===== config.mk =====
export PLATFORM = sky130hd
export DESIGN_NAME = halfturn_buf_alloc
export DESIGN_NICKNAME = d
export VERILOG_FILES = /design/src/rtl/hta_pkg.sv /design/src/rtl/hta_fill_fsm.sv /design/src/rtl/hta_ring_index.sv /design/src/rtl/hta_pingpong_index.sv /design/src/rtl/halfturn_buf_alloc.sv
export SDC_FILE = /design/constraint.sdc
export NUM_CORES = 1
export LEC_CHECK = 0
export BUFFER_PORTS_ARGS = -buffer_cell sky130_fd_sc_hd__buf_4
export CAP_MARGIN = 10
export CORE_AREA = 2 2 39 41
export DETAILED_ROUTE_END_ITERATION = 12
export DIE_AREA = 0 0 41 43
export GPL_TIMING_DRIVEN = 1
export PLACE_DENSITY_LB_ADDON = 0.12
export SYNTH_ARGS = -nofsm -noshare
export SYNTH_HDL_FRONTEND = slang
export SYNTH_SLANG_ARGS = --single-unit

===== constraint.sdc =====
create_clock -name clk -period 1.6 [get_ports clk]
set_clock_uncertainty 0.2 [all_clocks]
set_input_delay 0.32 -clock clk [delete_from_list [all_inputs] [get_ports clk]]
set_output_delay 0.32 -clock clk [all_outputs]
set_load 0.05 [all_outputs]

===== src/rtl/hta_pkg.sv =====
package hta_pkg;
    localparam int HTA_NUM_BUFS = 3;
    localparam int HTA_IDX_W    = 2;

    typedef logic [HTA_IDX_W-1:0] buf_idx_t;

    typedef enum logic [1:0] {
        ST_FILL    = 2'd0,
        ST_READY   = 2'd1,
        ST_STARVE  = 2'd2,
        ST_RECOVER = 2'd3
    } hta_state_e;
endpackage


===== src/rtl/hta_fill_fsm.sv =====
module hta_fill_fsm
    import hta_pkg::*;
(
    input  logic clk,
    input  logic rst,
    input  logic boundary_i,
    input  logic fill_done_i,
    output logic advance_o,
    output logic starve_o,
    output logic fill_req_o,
    output logic underrun_o
);
    hta_state_e state_q, state_d;

    // state register
    always_ff @(posedge clk) begin
        if (rst) begin
            state_q <= ST_FILL;
        end else begin
            state_q <= state_d;
        end
    end

    // next state and the per-cycle ring commands
    always_comb begin
        state_d   = state_q;
        advance_o = 1'b0;
        starve_o  = 1'b0;
        unique case (state_q)
            ST_FILL, ST_STARVE: begin
                if (boundary_i && fill_done_i) begin
                    advance_o = 1'b1;
                    state_d   = ST_FILL;
                end else if (boundary_i) begin
                    starve_o  = 1'b1;
                    state_d   = ST_STARVE;
                end else if (fill_done_i) begin
                    state_d   = (state_q == ST_FILL) ? ST_READY : ST_RECOVER;
                end
            end
            ST_READY, ST_RECOVER: begin
                if (boundary_i) begin
                    advance_o = 1'b1;
                    state_d   = ST_FILL;
                end
            end
            default: state_d = ST_FILL;
        endcase
    end

    // Moore outputs
    always_comb begin
        fill_req_o = 1'b0;
        underrun_o = 1'b0;
        unique case (state_q)
            ST_FILL:    fill_req_o = 1'b1;
            ST_READY:   ;
            ST_STARVE: begin
                fill_req_o = 1'b1;
                underrun_o = 1'b1;
            end
            ST_RECOVER: underrun_o = 1'b1;
            default:    fill_req_o = 1'b1;
        endcase
    end
endmodule


===== src/rtl/hta_ring_index.sv =====
module hta_ring_index
    import hta_pkg::*;
(
    input  logic     clk,
    input  logic     rst,
    input  logic     advance_i,
    input  logic     starve_i,
    output buf_idx_t drv_a_o,
    output buf_idx_t drv_b_o,
    output buf_idx_t spare_o
);
    buf_idx_t a_q, b_q, s_q;
    buf_idx_t unused_idx;

    // index held by neither the second driver nor the current spare
    always_comb begin
        unused_idx = '0;
        for (int k = HTA_NUM_BUFS - 1; k >= 0; k--) begin
            if (buf_idx_t'(k) != b_q && buf_idx_t'(k) != s_q) begin
                unused_idx = buf_idx_t'(k);
            end
        end
    end

    always_ff @(posedge clk) begin
        if (rst) begin
            a_q <= buf_idx_t'(0);
            b_q <= buf_idx_t'(1);
            s_q <= buf_idx_t'(2);
        end else if (advance_i) begin
            a_q <= b_q;
            b_q <= s_q;
            s_q <= unused_idx;
        end else if (starve_i) begin
            a_q <= b_q;
        end
    end

    assign drv_a_o = a_q;
    assign drv_b_o = b_q;
    assign spare_o = s_q;
endmodule


===== src/rtl/hta_pingpong_index.sv =====
module hta_pingpong_index
    import hta_pkg::*;
(
    input  logic     clk,
    input  logic     rst,
    input  logic     half_turn_i,
    input  logic     advance_i,
    output logic     boundary_o,
    output buf_idx_t show_o,
    output buf_idx_t spare_o
);
    logic     second_half_q;
    buf_idx_t show_q, spare_q;

    // a full turn ends on every second half-turn strobe
    assign boundary_o = half_turn_i && second_half_q;

    always_ff @(posedge clk) begin
        if (rst) begin
            second_half_q <= 1'b0;
            show_q        <= buf_idx_t'(0);
            spare_q       <= buf_idx_t'(1);
        end else begin
            if (half_turn_i) begin
                second_half_q <= ~second_half_q;
            end
            if (advance_i) begin
                show_q  <= spare_q;
                spare_q <= show_q;
            end
        end
    end

    assign show_o  = show_q;
    assign spare_o = spare_q;
endmodule


===== src/rtl/halfturn_buf_alloc.sv =====
module halfturn_buf_alloc
    import hta_pkg::*;
#(
    parameter bit SHARE_EN = 1'b1
) (
    input  logic                 clk,
    input  logic                 rst,
    input  logic                 half_turn_i,
    input  logic                 fill_done_i,
    output logic [HTA_IDX_W-1:0] drv_a_idx_o,
    output logic [HTA_IDX_W-1:0] drv_b_idx_o,
    output logic [HTA_IDX_W-1:0] fill_idx_o,
    output logic                 fill_req_o,
    output logic                 underrun_o
);
    logic boundary;
    logic advance;
    logic starve;

    hta_fill_fsm u_fsm (
        .clk         (clk),
        .rst         (rst),
        .boundary_i  (boundary),
        .fill_done_i (fill_done_i),
        .advance_o   (advance),
        .starve_o    (starve),
        .fill_req_o  (fill_req_o),
        .underrun_o  (underrun_o)
    );

    generate
        if (SHARE_EN) begin : g_ring
            assign boundary = half_turn_i;
            hta_ring_index u_ring (
                .clk       (clk),
                .rst       (rst),
                .advance_i (advance),
                .starve_i  (starve),
                .drv_a_o   (drv_a_idx_o),
                .drv_b_o   (drv_b_idx_o),
                .spare_o   (fill_idx_o)
            );
        end else begin : g_pingpong
            buf_idx_t show_idx;
            logic     starve_unused;
            assign starve_unused = starve;
            hta_pingpong_index u_pp (
                .clk         (clk),
                .rst         (rst),
                .half_turn_i (half_turn_i),
                .advance_i   (advance),
                .boundary_o  (boundary),
                .show_o      (show_idx),
                .spare_o     (fill_idx_o)
            );
            assign drv_a_idx_o = show_idx;
            assign drv_b_idx_o = show_idx;
        end
    endgenerate
endmodule


* Word-level counts from Yosys, hierarchy flattened
Cells that the tools add are included.
Storage, ports and cells: bits in registers 8, input bits 4, output and inout port bits 8
Cells by class: eq/ne operators 9, muxes and demuxes 18, reduce and logical (&&, ||, !) cells 12
Operators with widths (number):
- two-way mux 2 bit | 10
- two-way mux 1 bit | 6
- nonzero test 2 bit | 3
- OR reduction 2 bit | 3
- equality test 2 bit, second input constant | 2
- logical AND 1 bit | 4
- != test 1 x 2 -> 1 bit, first input constant | 2
- != test 2 bit, first input constant | 2
- != test 4 x 1 -> 1 bit, second input constant | 1
- one-hot mux 2 bit (2 select lines) | 1
- equality test 2 x 1 -> 1 bit, second input constant | 1
- logical NOT 2 bit | 1
- != test 2 bit, second input constant | 1
- one-hot mux 1 bit (2 select lines) | 1
- AND reduction 2 bit | 1

* Logic depth before layout (Yosys ltp)
Gate-level depths: netlist of run 1.
depth after elaboration 6, gate-level depth with buffers 4, gate-level depth less buffers 3

* By module
From an unflattened synthesis of run 1, not the netlist that was laid out.
Second synthesis, totals: cells, all modules 36, area total of the unflattened synthesis 361.6 µm²
By module, submodules not included:
- hta_ring_index | instances 1, cells an instance 25, area each 269.0 µm²
- hta_fill_fsm | instances 1, cells an instance 11, area each 92.6 µm²

* Worst setup path after synthesis of run 1
Ideal clock, no wire load.
path kind register to register, start register g_ring.u_ring.b_q[0], in the netlist g_ring.u_ring.drv_b_o[0], end register g_ring.u_ring.s_q[1], in the netlist g_ring.u_ring.spare_o[1], library setup time 0.120 ns, arrival time 1.174 ns, required time 1.280 ns, path slack 0.107 ns, cell stages (with the launch flop) 4, buffers on the path 0, clock period less this slack 1.493 ns, cell sequence dfxtp_1 > xnor2_1 > nor4_1 > a211o_1
On the way: longest elaborated chain between the ends 5
RTL lines:
- start: declaration | line hta_ring_index.sv:12 | buf_idx_t a_q, b_q, s_q;
- start signal: assignment | line hta_ring_index.sv:28 | b_q <= buf_idx_t'(1);
- start signal: assignment | line hta_ring_index.sv:32 | b_q <= s_q;
- != test 2 bit | line hta_ring_index.sv:19 | if (buf_idx_t'(k) != b_q && buf_idx_t'(k) != s_q) begin
- logical AND 1 bit | line hta_ring_index.sv:19
- two-way mux 2 bit (2 in series) | line hta_ring_index.sv:19
- two-way mux 2 bit (*) | line hta_ring_index.sv:19
- end signal: assignment | line hta_ring_index.sv:29 | s_q <= buf_idx_t'(2);
- end signal: assignment | line hta_ring_index.sv:33 | s_q <= unused_idx;
- end: declaration | line hta_ring_index.sv:12
Mark *: on every way between the ends. The rest lies on a longest branch, timed or not. A chain may end at the register's enable or synchronous reset.

* Final worst setup path of run 1
start register u_fsm.state_q[0], end output fill_req_o
On the way: longest elaborated chain between the ends 3
RTL lines:
- start: declaration | line hta_fill_fsm.sv:13 | hta_state_e state_q, state_d;
- start signal: assignment | line hta_fill_fsm.sv:20 | state_q <= state_d;
- equality test 2 bit or logical NOT 2 bit (tied branches) | line hta_fill_fsm.sv:55 | unique case (state_q)
- OR reduction 2 bit (no line) (*)
- two-way mux 1 bit (*) | line hta_fill_fsm.sv:55
- end: declaration | line halfturn_buf_alloc.sv:13 | output logic fill_req_o,
Marked as above.

==> out/metrics.yaml, run 1 <==
routing:
  routed_wl_um: 723
  postRouteAntennaNets: 0
  vias: 293
  vias_per_cell: 4.578
  drc_errors: 0
  dr.pass1.iters: 4
  first_iter_violations: 3
  wl_per_cell_um: 11.30
synthesis:
  synth-seq-cells: 8
  yosysSeqAreaShare: 0.4723
  synth_top_cell_by_area: "dfxtp_1"
  synthTopCellsByArea: "dfxtp_1, nor2_1, mux2i_1, o21ai_4, nor4_2"
  yosys_warnings: 0
  postSynthCellCount: 37
  synth_top_cell_area_share: 0.4723
  synth_cell_types: 18
  synth_fp_nets: 41
  avgSynthCellArea_um2: 9.164
  syn_area_um2: 339.1
pwr:
  p_int_mw: 0.3408
  powerDensity_nw_per_um2: 1119
  totalPowerFinal_mw: 0.5025
  vdd_ir_drop_max_uv: 495.9
  p_sw_frac: 0.3218
  seqPwrFrac: 0.456
  clkPwrFrac: 0.308
  combPwrFrac: 0.236
  power.leakage_nw: 0.1950
  p_switching_mw: 0.1617
worst_setup_path:
  criticalPathCategory: "reg -> out"
  critPathMaxFanout: 4
  worstPathRequired_ns: 1.08
  r2r_start: "u_fsm.state_q[0]"
  crit_path_start_kind: "flip-flop"
  end_kind: "output pin"
  rr_worst_depth: 3
  startpoint: "u_fsm.state_q[0]"
  r2r-end: "g_ring.u_ring.spare_o[1]"
  worstPathArrival_ns: 0.90
  crit_end: "fill_req_o"
  regToRegSetupSlack_ns: 0.36
sta:
  fin_crit_sh: 0.8906
  max_slew_margin: 0.8229
  clock.fmax_mhz: 701.8
  setup_tns_ns: 0
  slew_viol_final: 0
  rsz0062_at_grt: "no"
  worst_pin_slew_ns: 0.2651
  whs_ns: 0.1039
  fin_crit_ns: 1.425
  hold_viol: 0
  finalSetupViolCount: 0
floorplanning:
  core_area_um2: 1384
  die-area_um2: 1763
  die_h_um: 43
  boundaryPins: 12
  initial_core_util: 0.2450
  die_x_um: 41
  rows: 14
clock_network:
  cts_htree_levels: 1
  clk_pin_slew_ns: 0.06
  cts_tree: "done"
  ctsLongestPathBuffers: 2
  cts_resized: 0
  cts_buffers: 3
  post_cts_buffers: 0
  cts_root_buf: "clkbuf_4"
  insertion_delay_ns: 0.25
  postCtsHoldBufs: 0
  clock_sinks: 8
place:
  globalplace.congestion: 0.7498
  dp_hpwl_um: 499.6
  dp.cells: 61
  port_buffers: 11
grt:
  grt_max_degree: 9
  first_global_vias: 283
  grt_pass1_wl_mm: 1.173
  track_usage: 0.1045
  antenna_found_initial: 0
  grt_overflow: 0
finish:
  area_growth_pct: 32.47
  nets: 54
  finalCoreUtilization: 0.3246
  drive_gt1_frac: 0.3542
  fillCellCount: 148
  finalNonFillerCells: 64
  n_antenna_cell: 0
run:
  cap_viol_max_count: 0
status:
  outcome: "completed"
min_path:
  hp-class: "in -> reg"
worst max-delay path: stages (launching register included):
cell	delay, ns
dfxtp_1	0.41
inv_1	0.06
buf_4	0.19
flip-flops by register name, indices dropped and copies added (netlist names):
| register | count |
|---|---|
| g_ring.u_ring.spare_o | 2 |
| g_ring.u_ring.drv_a_o | 2 |
| u_fsm.state_q | 2 |
| g_ring.u_ring.drv_b_o | 2 |
power by group through the flow:
stage                     sequential, mW  combinational (mW)  clock, mW
after global placement             0.232               0.118          0
after floorplan                    0.269              0.0496          0
after detailed placement           0.233               0.119          0
after global routing               0.232               0.127      0.170
final                              0.229               0.119      0.155
after CTS                          0.229               0.120      0.160
final cells by class:
class,instances,area [um^2],share of cell area
Sequential cell,8,160.2,0.3565
Inverter,1,3.754,0.008357
Clock buffer,3,22.52,0.05014
Tap cell,16,20.02,0.04457
Multi-Input combinational cell,25,160.2,0.3565
Timing Repair Buffer,11,82.58,0.1838
metal layers:
metal	wire length, um	GRT usage
met5	0	0
met4	0	0.08000
met3	59	0.04712
met2	321	0.1375
met1	343	0.1258
per-stage QoR:
step,setup slack [ns],instance area [um^2]
5_1_grt,0.1126,449.2
6_report,0.1751,449.2
3_5_place_dp,0.3083,426.7
3_3_place_gp,0.3246,426.7
2_1_floorplan,0.1068,339.1
4_1_cts,0.1622,449.2
logic make-up (layout without fill, tap and decap cells):
logic type,Yosys count,in the layout,share of synthesized area
AO/OA/AOI/OAI,6,6,0.1513
XOR/XNOR,1,1,0.02583
buffers and inverters,4,15,0.05536
flip-flops,8,8,0.4723
multiplexers,2,2,0.05904
AND/OR/NAND/NOR,16,16,0.2362
synthesized netlist by cell type:
master	n
dfxtp_1	8
nor2_1	7
nand2_1	3
a21oi_1	2
clkbuf_1	2
mux2i_1	2
nor3_1	2
a211o_1	1
buf_4	1
inv_1	1
nand2b_1	1
nor3b_1	1
nor4_1	1
nor4_2	1
o21a_2	1
o21ai_4	1
o21bai_1	1
xnor2_1	1
cell usage in the layout, fill, tap and decap left out:
cell type / netlist / layout
xnor2_1: 1 / 1
inv_1: 1 / 1
nor3_1: 2 / 2
clkbuf_4: 0 / 3
o21ai_4: 1 / 1
o21bai_1: 1 / 1
nor3b_1: 1 / 1
o21a_2: 1 / 1
a211o_1: 1 / 1
buf_4: 1 / 11
nand2_1: 3 / 3
nor4_1: 1 / 1
a21oi_1: 2 / 2
mux2i_1: 2 / 2
nor4_2: 1 / 1
nand2b_1: 1 / 1
dfxtp_1: 8 / 8
nor2_1: 7 / 7
worst min path at each step:
| stage | start | end | slack [ns] | depth (start not counted) |
|---|---|---|---|---|
| floorplan | u_fsm.state_q[1] | u_fsm.state_q[1] | 0.27 | 2 |
| global placement | g_ring.u_ring.drv_a_o[0] | g_ring.u_ring.drv_a_o[0] | 0.28 | 2 |
| detailed placement | u_fsm.state_q[1] | u_fsm.state_q[1] | 0.28 | 2 |
| CTS | rst | g_ring.u_ring.drv_b_o[1] | 0.1 | 2 |
| global route | rst | g_ring.u_ring.drv_b_o[1] | 0.10 | 2 |
| finish | rst | g_ring.u_ring.drv_b_o[1] | 0.10 | 2 |
(Power assumes the default switching activity.)
==> inputs of run 2 (changes only) <==
- CORE_AREA: 2 2 39 41 -> 8 8 45 47
- DIE_AREA: 0 0 41 43 -> 0 0 53 55
==> out/metrics.yaml, run 2 (synthesis results as in run 1) <==
worst_setup_path:
  critical_path.slowest_cell: "dfxtp_1"
  rr_worst_depth: 3
  critPathMaxFanout: 4
  crit_path_start_kind: "flip-flop"
  slowest_delay_ns: 0.41
  r2r-end: "g_ring.u_ring.spare_o[1]"
  worstPathRequired_ns: 1.08
  regToRegSetupSlack_ns: 0.37
  r2r_start: "u_fsm.state_q[0]"
  cp.depth: 2
  worstPathArrival_ns: 0.90
  path_delay_family: "flip-flops"
  crit_chain: "inv_1, buf_4"
  crit_end: "fill_req_o"
  criticalPathCategory: "reg -> out"
  startpoint: "u_fsm.state_q[0]"
  path_buf_inv: 2
  end_kind: "output pin"
sta:
  fin_crit_ns: 1.422
  setup_tns_ns: 0
  max_slew_margin: 0.8405
  finalSetupViolCount: 0
  slew_viol_final: 0
  rsz0062_at_grt: "no"
  fin_crit_sh: 0.8885
  whs_ns: 0.1089
  worst_pin_slew_ns: 0.2387
  clock.fmax_mhz: 703.4
  hold_viol: 0
clock_network:
  postCtsHoldBufs: 0
  clk_pin_slew_ns: 0.05
  cts_resized: 0
  cts_buffers: 3
  post_cts_buffers: 0
  cts_htree_levels: 1
  cts_tree: "done"
  insertion_delay_ns: 0.25
  cts_root_buf: "clkbuf_4"
  ctsLongestPathBuffers: 2
  clock_sinks: 8
finish:
  n_antenna_cell: 0
  final_common_cell: "buf_4"
  layout_common_cells: "buf_4, dfxtp_1, nor2_1"
  finalCoreUtilization: 0.3246
  nets: 54
  finalNonFillerCells: 64
  area_growth_pct: 32.47
  drive_gt1_frac: 0.3542
pwr:
  vdd_ir_drop_max_uv: 439.5
  powerDensity_nw_per_um2: 1109
  totalPowerFinal_mw: 0.4981
  power.leakage_nw: 0.1950
place:
  port_buffers: 11
  globalplace.congestion: 0.7154
  dp_hpwl_um: 566.3
  dp.cells: 61
routing:
  routed_wl_um: 754
  wl_per_cell_um: 11.78
  first_iter_violations: 4
  drc_errors: 0
  postRouteAntennaNets: 0
  vias_per_cell: 4.438
  vias: 284
  dr.pass1.iters: 3
floorplanning:
  die-area_um2: 2915
  initial_core_util: 0.2450
  boundaryPins: 12
  rows: 14
  die_h_um: 55
  die_x_um: 53
  core_area_um2: 1384
grt:
  first_global_vias: 267
  track_usage: 0.05528
  grt_overflow: 0
  antenna_found_initial: 0
  grt_max_degree: 9
  grt_pass1_wl_mm: 1.166
run:
  cap_viol_max_count: 0
min_path:
  hp-class: "in -> reg"
status:
  outcome: "completed"
==> run 2: cell counts in the layout (fill, tap and decap cells not counted) <==
No cell type changed its count.
==> run 2: layout make-up <==
class	instances	area (um^2)
clock buffer	3	22.52
tap	16	20.02
timing repair buffer	11	82.58
inverter	1	3.754
multi-input combinational	25	160.2
fill	151	934.6
sequential	8	160.2
==> run 2: worst min-delay path by stage <==
| stage | cells after the start | slack [ns] | start | end |
|---|---|---|---|---|
| floorplan | 2 | 0.27 | u_fsm.state_q[1] | u_fsm.state_q[1] |
| global placement | 2 | 0.28 | g_ring.u_ring.drv_a_o[0] | g_ring.u_ring.drv_a_o[0] |
| detailed placement | 2 | 0.28 | u_fsm.state_q[1] | u_fsm.state_q[1] |
| CTS | 2 | 0.10 | rst | g_ring.u_ring.drv_b_o[1] |
| global route | 2 | 0.10 | rst | g_ring.u_ring.drv_b_o[1] |
| finish | 2 | 0.11 | rst | g_ring.u_ring.drv_b_o[1] |
==> run 2: layer usage <==
layer	GRT usage	routed length, um	vias up
met5	0	0	-
met4	0.03879	14	0
met3	0.03743	100	2
met2	0.07422	303	10
met1	0.06107	335	124
li1	-	-	148
==> run 2: where the power goes <==
part	internal, mW	leakage (nW)	switching (mW)
logic	0.0414	0.115	0.0782
clock network	0.0855	0.0138	0.0642
registers	0.214	0.0661	0.0149
total	0.341	0.195	0.157
==> run 2: per-stage QoR <==
step	worst slack, ns	cell area, um^2
2_1_floorplan	0.1068	339.1
3_3_place_gp	0.3175	426.7
3_5_place_dp	0.3059	426.7
4_1_cts	0.1661	449.2
5_1_grt	0.1026	449.2
6_report	0.1784	449.2
==> inputs of run 3 (changes only) <==
- PLACE_DENSITY_LB_ADDON: 0.12 -> unset
- TNS_END_PERCENT: unset -> 20
==> out/metrics.yaml, run 3 (synthesis results as in run 1) <==
sta:
  setup_tns_ns: 0
  worst_pin_slew_ns: 0.2317
  whs_ns: 0.09352
  clock.fmax_mhz: 694.8
  slew_viol_final: 0
  fin_crit_sh: 0.8995
  fin_crit_ns: 1.439
  finalSetupViolCount: 0
  rsz0062_at_grt: "no"
  hold_viol: 0
  max_slew_margin: 0.8441
pwr:
  power.leakage_nw: 0.1950
  vdd_ir_drop_max_uv: 338.9
  powerDensity_nw_per_um2: 1117
min_path:
  min_path_cells: 2
  whs_endpoint: "g_ring.u_ring.drv_b_o[1]"
  hp-class: "in -> reg"
  hp-start: "rst"
clock_network:
  cts_tree: "done"
  cts_htree_levels: 1
  cts_root_buf: "clkbuf_4"
  clock_sinks: 8
  clk_pin_slew_ns: 0.06
  insertion_delay_ns: 0.26
  cts_resized: 0
  postCtsHoldBufs: 0
  ctsLongestPathBuffers: 2
  post_cts_buffers: 0
  cts_buffers: 3
finish:
  nets: 54
  n_antenna_cell: 0
  fillCellCount: 146
  final_common_cell: "buf_4"
  stdcell_area_um2: 449.2
  multi_input_area_um2: 160.2
  ff_latch_area_um2: 160.2
  layout_common_cells: "buf_4, dfxtp_1, nor2_1"
  finalCoreUtilization: 0.3246
  area_growth_pct: 32.47
  drive_gt1_frac: 0.3542
  finalNonFillerCells: 64
routing:
  dr.pass1.iters: 4
  routed_wl_um: 761
  vias: 282
  first_iter_violations: 1
  wl_per_cell_um: 11.89
  postRouteAntennaNets: 0
  vias_per_cell: 4.406
  drc_errors: 0
run:
  cap_viol_max_count: 0
worst_setup_path:
  regToRegSetupSlack_ns: 0.37
  worstPathArrival_ns: 0.92
  criticalPathCategory: "reg -> out"
  r2r_start: "u_fsm.state_q[0]"
  r2r-end: "g_ring.u_ring.spare_o[1]"
  critPathMaxFanout: 4
  rr_worst_depth: 3
  end_kind: "output pin"
  worstPathRequired_ns: 1.08
  crit_path_start_kind: "flip-flop"
place:
  port_buffers: 11
  dp.cells: 61
  globalplace.congestion: 0.6801
  dp_hpwl_um: 588.7
  postPlaceCellArea_um2: 426.7
floorplanning:
  die-area_um2: 2915
  core_area_um2: 1384
  die_x_um: 53
  die_h_um: 55
  rows: 14
  initial_core_util: 0.2450
  boundaryPins: 12
grt:
  track_usage: 0.06188
  grt_max_degree: 9
  first_global_vias: 307
  antenna_found_initial: 0
  grt_overflow: 0
  grt_pass1_wl_mm: 1.262
status:
  outcome: "completed"
## run 3: cell counts in the layout (fill, tap and decap cells not counted)
No cell type changed its count.
## run 3: cell type report
cell class | instances | area share
clock buffer | 3 | 0.05014
sequential | 8 | 0.3565
timing repair buffer | 11 | 0.1838
tap | 16 | 0.04457
multi-input combinational | 25 | 0.3565
inverter | 1 | 0.008357
## run 3: through the flow
| step | setup WS [ns] | total power, mW |
|---|---|---|
| after floorplan | 0.1068 | 0.3185 |
| after global placement | 0.3251 | 0.3526 |
| after detailed placement | 0.3088 | 0.3544 |
| after CTS | 0.1460 | 0.5130 |
| after global routing | 0.1024 | 0.5338 |
| final | 0.1608 | 0.5016 |
## run 3: routing by layer
metal  wire (um)  GRT usage
met5           0          0
met4          14    0.07759
met3          20    0.01604
met2         421    0.09961
met1         304    0.05810
## run 3: worst max-delay path, cell delays in order, from the launching register on
cell     delay, ns
dfxtp_1       0.42
inv_1         0.06
buf_4         0.19
## run 3: where the power goes
group / total, mW / switching, mW / leakage [nW] / internal, mW
clock: 0.153 / 0.0676 / 0.0138 / 0.0858
sequential: 0.230 / 0.0159 / 0.0661 / 0.214
combinational: 0.118 / 0.0771 / 0.115 / 0.0413
## run 3: worst max-delay path by stage
stage                                          end  cells after the start                startpoint
final                                   fill_req_o                      2          u_fsm.state_q[0]
after global routing                    fill_req_o                      2          u_fsm.state_q[0]
after CTS                               fill_req_o                      2          u_fsm.state_q[0]
after detailed placement  g_ring.u_ring.spare_o[1]                      4               fill_done_i
after global placement    g_ring.u_ring.spare_o[1]                      4               fill_done_i
after floorplan           g_ring.u_ring.spare_o[1]                      3  g_ring.u_ring.drv_b_o[0]
